**src/rtl/i2c_presc_pkg.sv**
```systemverilog
// Shared field layout and reset value for the I2C bit-rate prescaler.
// Assumes an 8-bit rate byte with N in the low bits and M above it.
package i2c_presc_pkg;
    localparam int BAUD_W = 8;
    localparam int M_W    = 4;
    localparam int N_W    = 3;
    localparam int N_LSB  = 0;
    localparam int M_LSB  = N_W;
    // widest power-of-two counter: exponent up to 2**N_W needs that many bits
    localparam int POW_W  = 1 << N_W;
    localparam logic [BAUD_W-1:0] BAUD_RESET = 8'h44;

    typedef struct packed {
        logic [M_W-1:0] m;
        logic [N_W-1:0] n;
    } rate_t;

    // Split a rate byte into its two divider fields.
    function automatic rate_t decode_rate(input logic [BAUD_W-1:0] b);
        rate_t r;
        r.m = b[M_LSB +: M_W];
        r.n = b[N_LSB +: N_W];
        return r;
    endfunction
endpackage

```
**src/rtl/presc_rate_reg.sv**
```systemverilog
// Rate holding logic: a pending copy written by software and an active
// copy that the dividers use. The active copy is refreshed only when
// load_i is high (tick boundary or core disabled).
// Assumes load_i is driven from registered state only.
module presc_rate_reg
    import i2c_presc_pkg::*;
(
    input  logic              clk,
    input  logic              rst_n,
    input  logic              wr_en_i,
    input  logic [BAUD_W-1:0] wr_data_i,
    input  logic              load_i,
    output rate_t             act_o
);
    rate_t pend_q;
    rate_t act_q;

    // capture software writes into the pending copy
    always_ff @(posedge clk) begin
        if (!rst_n)       pend_q <= decode_rate(BAUD_RESET);
        else if (wr_en_i) pend_q <= decode_rate(wr_data_i);
    end

    // move pending into use at a period boundary
    always_ff @(posedge clk) begin
        if (!rst_n)      act_q <= decode_rate(BAUD_RESET);
        else if (load_i) act_q <= pend_q;
    end

    assign act_o = act_q;
endmodule

```
**src/rtl/presc_linear_stage.sv**
```systemverilog
// First divider stage: one pulse every m_i+1 enabled clocks.
// Assumes m_i only changes on a cycle where pulse_o is high or enable is low.
module presc_linear_stage
    import i2c_presc_pkg::*;
(
    input  logic           clk,
    input  logic           rst_n,
    input  logic           enable,
    input  logic [M_W-1:0] m_i,
    output logic           pulse_o
);
    logic [M_W-1:0] cnt_q;

    // count 0..m_i, wrapping; cleared while disabled
    always_ff @(posedge clk) begin
        if (!rst_n)                       cnt_q <= '0;
        else if (!enable || cnt_q == m_i) cnt_q <= '0;
        else                              cnt_q <= cnt_q + 1'b1;
    end

    assign pulse_o = enable && (cnt_q == m_i);


    lin_range_chk: assert property (@(posedge clk) disable iff (!rst_n)
        cnt_q <= m_i);

    lin_quiet_chk: assert property (@(posedge clk) disable iff (!rst_n)
        !enable |-> !pulse_o);
endmodule

```
**src/rtl/presc_pow2_stage.sv**
```systemverilog
// Second divider stage: passes one of every 2**E step pulses to tick_o.
// E is n_i+1 or n_i, chosen at build time by EXP_PLUS_ONE.
// Assumes n_i only changes on a tick or while disabled.
module presc_pow2_stage
    import i2c_presc_pkg::*;
#(
    parameter bit EXP_PLUS_ONE = 1'b1
) (
    input  logic           clk,
    input  logic           rst_n,
    input  logic           enable,
    input  logic           step_i,
    input  logic [N_W-1:0] n_i,
    output logic           tick_o
);
    logic [N_W:0]     expo;
    logic [POW_W:0]   span;
    logic [POW_W-1:0] last;
    logic [POW_W-1:0] cnt_q;

    // exponent variant picked at build time
    generate
        if (EXP_PLUS_ONE) begin : g_exp_plus
            assign expo = {1'b0, n_i} + 1'b1;
        end else begin : g_exp_plain
            assign expo = {1'b0, n_i};
        end
    endgenerate

    assign span = {{POW_W{1'b0}}, 1'b1} << expo;
    assign last = POW_W'(span - 1'b1);

    // count step pulses 0..last, wrapping; cleared while disabled
    always_ff @(posedge clk) begin
        if (!rst_n)         cnt_q <= '0;
        else if (!enable)   cnt_q <= '0;
        else if (step_i)    cnt_q <= (cnt_q == last) ? '0 : cnt_q + 1'b1;
    end

    assign tick_o = step_i && (cnt_q == last);


    pow_range_chk: assert property (@(posedge clk) disable iff (!rst_n)
        cnt_q <= last);

    pow_restart_chk: assert property (@(posedge clk) disable iff (!rst_n)
        tick_o |=> (cnt_q == '0));
endmodule

```
**src/rtl/i2c_bitrate_prescaler.sv**
```systemverilog
// Top of the I2C bit-rate prescaler: rate byte holding, linear stage
// (M+1) and power-of-two stage, producing a one-clock tick at ten times
// the SCL rate. Assumes a synchronous active-low reset and that the rate
// byte is write-only.
module i2c_bitrate_prescaler
    import i2c_presc_pkg::*;
#(
    parameter bit EXP_PLUS_ONE = 1'b1
) (
    input  logic              clk,
    input  logic              rst_n,
    input  logic              core_en,
    input  logic              baud_wr,
    input  logic [BAUD_W-1:0] baud_data,
    output logic              tick
);
    rate_t act;
    logic  lin_pulse;
    logic  load;

    // refresh the active rate at a tick or while the core is off
    assign load = !core_en || tick;

    presc_rate_reg u_rate (
        .clk       (clk),
        .rst_n     (rst_n),
        .wr_en_i   (baud_wr),
        .wr_data_i (baud_data),
        .load_i    (load),
        .act_o     (act)
    );

    presc_linear_stage u_lin (
        .clk     (clk),
        .rst_n   (rst_n),
        .enable  (core_en),
        .m_i     (act.m),
        .pulse_o (lin_pulse)
    );

    presc_pow2_stage #(.EXP_PLUS_ONE(EXP_PLUS_ONE)) u_pow (
        .clk    (clk),
        .rst_n  (rst_n),
        .enable (core_en),
        .step_i (lin_pulse),
        .n_i    (act.n),
        .tick_o (tick)
    );


    act_hold_chk: assert property (@(posedge clk) disable iff (!rst_n)
        (core_en && !tick) |=> $stable(act));

    tick_off_chk: assert property (@(posedge clk) disable iff (!rst_n)
        !core_en |-> !tick);
endmodule

```
**config.mk**
```make
export PLATFORM = sky130hd
export DESIGN_NAME = i2c_bitrate_prescaler
export DESIGN_NICKNAME = d
export VERILOG_FILES = /design/src/rtl/i2c_presc_pkg.sv /design/src/rtl/presc_rate_reg.sv /design/src/rtl/presc_linear_stage.sv /design/src/rtl/presc_pow2_stage.sv /design/src/rtl/i2c_bitrate_prescaler.sv
export SDC_FILE = /design/constraint.sdc
export NUM_CORES = 1
export LEC_CHECK = 0
export BUFFER_PORTS_ARGS = -buffer_cell sky130_fd_sc_hd__buf_2
export CAP_MARGIN = 10
export CORE_MARGIN = 5
export CORE_UTILIZATION = 52
export DETAILED_ROUTE_END_ITERATION = 10
export PLACE_DENSITY = 0.74
export SYNTH_ARGS = -nofsm -noshare
export SYNTH_HDL_FRONTEND = slang
export SYNTH_SLANG_ARGS = --single-unit
```
**constraint.sdc**
```tcl
create_clock -name clk -period 2.6 [get_ports clk]
set_clock_uncertainty 0.15 [all_clocks]
set_input_delay 0.52 -clock clk [delete_from_list [all_inputs] [get_ports clk]]
set_output_delay 0.52 -clock clk [all_outputs]
set_load 0.005 [all_outputs]
```
; ---- Word-level counts from Yosys, hierarchy flattened
; Cells that the tools add are included.
[totals]
reg_bits = 26
inputBits = 12
out_inout_bits = 1
word_cells = 22
[op_classes]
n_addsub = 4
n_eq_ne = 2
shift = 1
muxes = 1
n_bitwise = 1
reduce_logical = 7
[ops]
columns = operator, count
row1 = "8-bit by 1-bit adder with 8-bit output, second input constant", 1
row2 = 8-bit == test, 1
row3 = 8-bit two-way mux, 1
row4 = "1-bit by 4-bit << shifter with 8-bit output, first input constant", 1
row5 = "8-bit by 1-bit subtractor with 8-bit output, second input constant", 1
row6 = "3-bit by 1-bit adder with 4-bit output, second input constant", 1
row7 = "4-bit by 1-bit adder with 4-bit output, second input constant", 1
row8 = 4-bit == test, 1
row9 = 1-bit logical AND, 2
row10 = 1-bit logical OR, 2
row11 = 2-bit AND reduction, 1
row12 = 2-bit OR reduction, 1
row13 = 1-bit zero test, 1
row14 = 1-bit inverter, 1

; ---- Logic depth before layout (Yosys ltp)
; Gate-level depths: netlist (run 1).
[depth]
depth_word = 6
ltp_mapped = 10
ltp_nobuf = 8

; ---- Hierarchy
; From an unflattened synthesis (run 1), not the netlist that was laid out.
[hier_totals]
hier_cells = 137
area_unflattened_um2 = 1386.3
[by_module_without_submodules]
columns = module, instances, cells_per_inst, area_per_inst_um2, seq_area_each_um2
row1 = presc_pow2_stage, 1, 72, 659.4, 160.2
row2 = presc_rate_reg, 1, 45, 525.5, 280.3
row3 = presc_linear_stage, 1, 19, 195.2, 80.1
row4 = i2c_bitrate_prescaler, 1, 1, 6.3, 0.0

; ---- Least setup slack after synthesis (run 1)
; OpenSTA, ideal clock, no wires.
[synth_path]
kind = flip-flop to output port
from = register u_rate.act_q, in the netlist u_rate.act_o[2]
to = output tick
arrival_ps = 1901
setup_slack_ps = 29
path_stages_with_launch = 8
cell_sequence = dfxtp_1 > clkbuf_1 > or3_1 > ha_1 > a311o_1 > a32oi_1 > o31a_1 > nor2_1
[synth_via]
elab_chain_len = 5
[synth_lines]
columns = element, line_no
row1 = from (decl), presc_rate_reg.sv:16  ; rate_t act_q;
row2 = from (signal assigned), presc_rate_reg.sv:26  ; if (!rst_n) act_q <= decode_rate(BAUD_RESET);
row3 = from (signal assigned), presc_rate_reg.sv:27  ; else if (load_i) act_q <= pend_q;
row4 = 3-bit by 1-bit adder with 4-bit output, presc_pow2_stage.sv:24  ; assign expo = {1'b0, n_i} + 1'b1;
row5 = 1-bit by 4-bit << shifter with 8-bit output, presc_pow2_stage.sv:30  ; assign span = {{POW_W{1'b0}}, 1'b1} << expo;
row6 = 8-bit by 1-bit subtractor with 8-bit output, presc_pow2_stage.sv:31  ; assign last = POW_W'(span - 1'b1);
row7 = 8-bit == test, presc_pow2_stage.sv:40  ; assign tick_o = step_i && (cnt_q == last);
row8 = 1-bit logical AND, presc_pow2_stage.sv:40
row9 = to (decl), i2c_bitrate_prescaler.sv:15  ; output logic tick
; No other way between the ends.

; ---- Final worst setup path (run 1)
[layout_path]
from = register u_rate.act_q, in the netlist u_rate.act_o[1]
to = output tick
; The elaborated chain is that of the path after synthesis.

==> results of run 1 <==
==> cell usage after synthesis (all sizes together) (2+ instances only) <==
library cell | count | area, sq um
and3 | 5 | 37.5
buf | 4 | 26.3
clkbuf | 5 | 18.8
dfxtp | 26 | 521
ha | 3 | 37.5
inv | 4 | 15.0
mux2i | 10 | 100
nand2 | 14 | 52.6
nand3 | 8 | 40.0
nor2 | 18 | 67.6
nor2b | 6 | 37.5
o211ai | 8 | 60.1
o21ai | 2 | 10.0
or3 | 2 | 12.5
xnor2 | 6 | 52.6
xor2 | 10 | 87.6
==> sequential cells by signal, indices dropped and copies added (netlist names) <==
name / cells
u_pow.cnt_q: 8
u_rate.act_o: 7
u_rate.pend_q: 7
u_lin.cnt_q: 4
==> critical path: stages (launching register included) <==
cell,delay [ns]
dfxtp_2,0.34
or3_4,0.39
ha_4,0.20
a311o_1,0.32
a32oi_1,0.19
o31a_1,0.19
nor2_1,0.06
buf_2,0.12
==> cells in the final DEF, fill, tap and decap left out, drive strengths merged, types with 4 or more instances in the layout <==
master	instances
buf	18
mux2i	10
inv	4
and3	5
xnor2	6
nor2b	6
o211ai	8
nand2	14
xor2	10
nand3	8
dfxtp	26
nor2	18
==> final cells by class <==
class                   count  share of cell area, %
clock buffers               3                   1.46
multi-input cells         114                   54.2
flip-flops and latches     26                   34.0
inverters                   4                  0.975
well taps                  30                   2.44
repair buffers             18                   6.99
==> metrics by stage <==
step | power (mW) | hold slack (ns)
5_1_grt | 0.725 | 0.285
4_1_cts | 0.688 | 0.269
3_5_place_dp | 0.521 | 0.308
2_1_floorplan | 0.499 | 0.284
6_report | 0.686 | 0.276
3_3_place_gp | 0.517 | 0.301
==> path summary, 6_finish.rpt <==
kind,from,to,slack [ns],cells after the start
hold reg to reg,u_rate.pend_q[5],u_rate.act_o[5],0.32,2
hold / removal,baud_data[2],u_rate.pend_q[2],0.28,3
setup / recovery,u_rate.act_o[1],tick,-0.19,7
setup reg to reg,u_rate.act_o[1],u_rate.act_o[1],0.12,10
==> power by group through the flow <==
| stage | logic (mW) | registers (mW) | clock network, mW |
|---|---|---|---|
| floorplan | 0.0701 | 0.429 | 0 |
| finish | 0.105 | 0.422 | 0.160 |
| global placement | 0.0872 | 0.430 | 0 |
| detailed placement | 0.0908 | 0.430 | 0 |
| CTS | 0.0981 | 0.422 | 0.168 |
| global route | 0.117 | 0.424 | 0.185 |
==> cells by family (layout without fill, tap and decap cells) <==
family / after synthesis / after routing / synth area share, %
adders and majority gates: 3 / 3 / 2.75
DFF: 26 / 26 / 38.1
and+or+nand+nor: 63 / 63 / 25.4
xor gates and xnor gates: 16 / 16 / 10.2
muxes: 10 / 10 / 7.32
buffers and inverters: 13 / 25 / 4.39
other: 1 / 1 / 0.274
AOI/OAI and AO/OA: 21 / 21 / 11.5
==> routing by layer <==
| layer | vias up | track usage (%) | wire length, um |
|---|---|---|---|
| met5 | - | 0 | 0 |
| met4 | 0 | 4.64 | 9 |
| met3 | 2 | 2.31 | 58 |
| met2 | 9 | 26.9 | 1300 |
| met1 | 522 | 16.7 | 1110 |
| li1 | 549 | - | - |
==> repair_timing <==
action / CTS / global route
cloned: 0 / 0
gates resized for setup: 5 / 6
pin swaps: 6 / 4
setup buffers: 1 / 1
setup endpoints to repair: 6 / 8
==> reports/results.ini, run 1 <==
[run_status]
outcome = finished, violations left
violations = setup timing

[hold_path]
hold_class = primary input to flip-flop

[floorplanning]
die_x_um = 61.3
start_util_pct = 54.7
rows = 18
die_y_um = 61.3
io_pins = 13
fp.dieArea_sq_um = 3760
core-area_sq_um = 2500

[finish]
antennaDiodeCount = 0
syn2layout_area_growth_pct = 12.6
regArea_sq_um = 523
multiInputGateArea_sq_um = 835
layoutNonFillerInstCount = 195
drive_gt1_share_pct = 21.2
fillers = 224
final_nets = 182
design_area_sq_um = 1540
finish.utilization_pct = 61.6

[synthesis]
yosys_register_bits = 26
ys_types = 41
postSynthCellCount = 153
syn_area_per_cell_sq_um = 8.94
ys.flop_type = dfxtp_1
synth-seq-area-share_pct = 38.1
synth-edff-count = 0
syn-cell-area_sq_um = 1370
syn-num-nets = 168
ys_warn_count = 0
synth-async-reset-ratio_pct = 0

[critical_path]
endpoint_kind = output port
crit_type = flip-flop to output port
crit_required_ns = 1.93
start_kind = flip-flop
cp.arrival_ns = 2.12
critical_path_peak_fanout = 7

[route]
via_count = 1082
routed_via_density = 5.55
drt_pass1_iterations = 4
avgRoutedWirePerCell_um = 12.7
drc_errors = 0
drt-initial-drc-count = 66
wl_um = 2470
antenna_left = 0

[cts]
hold_buffers = 0
max-clock-path-buffers = 2
cts-buffers-inserted = 3
root_buffer = clkbuf_4
h-tree-depth = 1
cts_tree = yes
worstSkewPairLatency_ns = 0.31
clkSlewWorstSetupHoldPaths_ns = 0.12
clock-sinks = 26

[timing]
final.setup.tns_ns = -0.188
setup_viol = 1
period_share_pct = 107
final_max_slew_viol_count = 0
fmax_mhz = 359
grt_setup_unrepaired = true
setup_slack_ns = -0.188
min_period_ns = 2.79
hold_violations = 0

[pwr]
power.internal_mw = 0.517
combPwrFrac_pct = 15.3
power_frac_seq_pct = 61.5
switching_share_pct = 24.6
power.switching_mw = 0.169
p_leak_nw = 0.632
p_per_area_nw_per_um2 = 445
peakVddDrop_v = 0.000366
p_clk_share_pct = 23.3

[global_route]
grt_max_degree = 21
grt_pass1_vias = 1083
grt_usage_pct = 14.5
grt_pass1_wl_um = 4210
grt_antenna_before_repair = 0
grt-ovfl-total = 0

[place]
preCtsSetupSlack_ns = -0.0389
placedInstanceArea_sq_um = 1450
placedCellCount = 190
gp_congestion = 0.752
port_buffers = 11
dp_hpwl_um = 1800

[run]
maxCapViolations = 0

No activity file was read; power rests on OpenSTA's default activity.
==> run 2, diff against run 1 <==
--- a/config.mk
+++ b/config.mk
@@ -10,6 +10,7 @@
 export CORE_MARGIN = 5
 export CORE_UTILIZATION = 52
 export DETAILED_ROUTE_END_ITERATION = 10
+export MAX_ROUTING_LAYER = met4
 export PLACE_DENSITY = 0.74
 export SYNTH_ARGS = -nofsm -noshare
 export SYNTH_HDL_FRONTEND = slang
==> reports/results.ini, run 2 (synthesis results as in run 1) <==
[global_route]
grt_pass1_vias = 1082  ; -0.092%
grt_antenna_before_repair = 0  ; unchanged
grt_usage_pct = 14.9  ; +0.45 points
grt_pass1_wl_um = 4220  ; +0.14%
grt-ovfl-total = 0  ; unchanged
grt_max_degree = 21  ; unchanged

[cts]
root_buffer = clkbuf_4
clock-sinks = 26  ; unchanged
worstSkewPairLatency_ns = 0.31  ; about the same
h-tree-depth = 1  ; unchanged
max-clock-path-buffers = 2  ; unchanged
cts_tree = yes
clkSlewWorstSetupHoldPaths_ns = 0.12  ; about the same
cts-buffers-inserted = 3  ; unchanged
hold_buffers = 0  ; unchanged

[place]
port_buffers = 11  ; unchanged
gp_congestion = 0.762  ; +1.3%
dp_hpwl_um = 1800  ; unchanged

[finish]
antennaDiodeCount = 0  ; unchanged
layout_common_cells = 24 x dfxtp_1, 18 x nor2_1, 14 x nand2_1
final_nets = 182  ; unchanged
largest_register = u_pow.cnt_q
finish.utilization_pct = 61.6  ; unchanged
drive_gt1_share_pct = 21.2  ; unchanged
largest_register_ffs = 8  ; unchanged
syn2layout_area_growth_pct = 12.6  ; unchanged
layout_commonest_cell = dfxtp_1
fillers = 224  ; unchanged

[pwr]
peakVddDrop_v = 0.000368  ; +0.54%
p_leak_nw = 0.632  ; unchanged
p_per_area_nw_per_um2 = 446  ; +0.21%
power_mw = 0.687  ; +0.21%

[floorplanning]
core-area_sq_um = 2500  ; unchanged
die_x_um = 61.3  ; unchanged
start_util_pct = 54.7  ; unchanged
rows = 18  ; unchanged
die_y_um = 61.3  ; unchanged
fp.dieArea_sq_um = 3760  ; unchanged
io_pins = 13  ; unchanged

[critical_path]
rrSetupSlack_ns = 0.12  ; about the same
start_kind = flip-flop
endpoint_kind = output port
r2r_cells = 10  ; unchanged
crit_required_ns = 1.93  ; about the same
worstReg2RegEnd = u_rate.act_o[2]
endpoint = tick
timing.rr.start = u_rate.act_o[1]
crit_type = flip-flop to output port
cp-startpoint = u_rate.act_o[1]
cp.arrival_ns = 2.13  ; about the same
critical_path_peak_fanout = 7  ; unchanged

[timing]
fmax_mhz = 358  ; -0.29%
grt_setup_unrepaired = true
min_period_ns = 2.80  ; +0.00798 ns
final_max_slew_viol_count = 0  ; unchanged
setup_viol = 1  ; unchanged
setup_slack_ns = -0.196  ; -0.00798 ns
hold_violations = 0  ; unchanged
period_share_pct = 108  ; +0.31 points

[route]
avgRoutedWirePerCell_um = 12.7  ; about the same
routed_via_density = 5.58  ; +0.65%
wl_um = 2480  ; about the same
via_count = 1089  ; +0.65%
drt-initial-drc-count = 65  ; -1.5%
drt_pass1_iterations = 4  ; unchanged
drc_errors = 0  ; unchanged
antenna_left = 0  ; unchanged

[hold_path]
hp-start = baud_data[2]
hold_class = primary input to flip-flop
holdPathStages = 3  ; unchanged

[run_status]
violations = setup timing
outcome = finished, violations left

[run]
maxCapViolations = 0  ; unchanged

==> run 2: how the worst min path moves through the flow <==
stage	to	slack (ns)
floorplan	u_rate.act_o[0]	0.28
global placement	u_rate.act_o[1]	0.30
detailed placement	u_rate.act_o[1]	0.31
CTS	u_rate.pend_q[2]	0.27
global route	u_rate.pend_q[2]	0.29
finish	u_rate.pend_q[2]	0.27
==> run 2: final cells by class <==
cell class	count	area [sq um]	share of cell area (%)
Sequential cell	26	523	34.0
Timing Repair Buffer	18	108	6.99
Multi-Input combinational cell	114	835	54.2
Inverter	4	15.0	0.975
Clock buffer	3	22.5	1.46
Tap cell	30	37.5	2.44
==> run 2: stage by stage <==
stage	instances	hold slack [ns]	setup slack, ns	TNS (ns)	cell area [sq um]
3_3_place_gp	190	0.301	-0.00382	-0.00382	1450
2_1_floorplan	153	0.284	0.0292	0	1370
5_1_grt	195	0.285	-0.327	-0.327	1540
6_report	195	0.271	-0.196	-0.196	1540
4_1_cts	194	0.269	-0.205	-0.205	1500
3_5_place_dp	190	0.308	-0.0389	-0.0389	1450
==> run 2: worst max-delay path, stage by stage, from the launching register on <==
cell	delay, ns
dfxtp_2	0.34
or3_4	0.39
ha_4	0.20
a311o_1	0.33
a32oi_1	0.19
o31a_1	0.19
nor2_1	0.06
buf_2	0.12
==> run 2: per-layer routing <==
metal / up-vias / track usage [%] / part of all wire (%)
li1: 547 / - / -
met1: 521 / 17.0 / 44
met2: 17 / 26.9 / 53
met3: 4 / 1.89 / 2.9
met4: 0 / 4.64 / 0.77
met5: - / - / 0
==> run 2: where the power goes <==
part | internal (mW) | switching [mW] | leakage, nW | total, mW
clock | 0.0541 | 0.107 | 0.0138 | 0.161
sequential | 0.413 | 0.00882 | 0.212 | 0.422
combinational | 0.0503 | 0.0541 | 0.405 | 0.104
==> run 2: what timing repair did <==
action,CTS,global route
gates resized for setup,5,6
setup endpoints to repair,6,8
buffers inserted,1,1
pin swaps,6,4
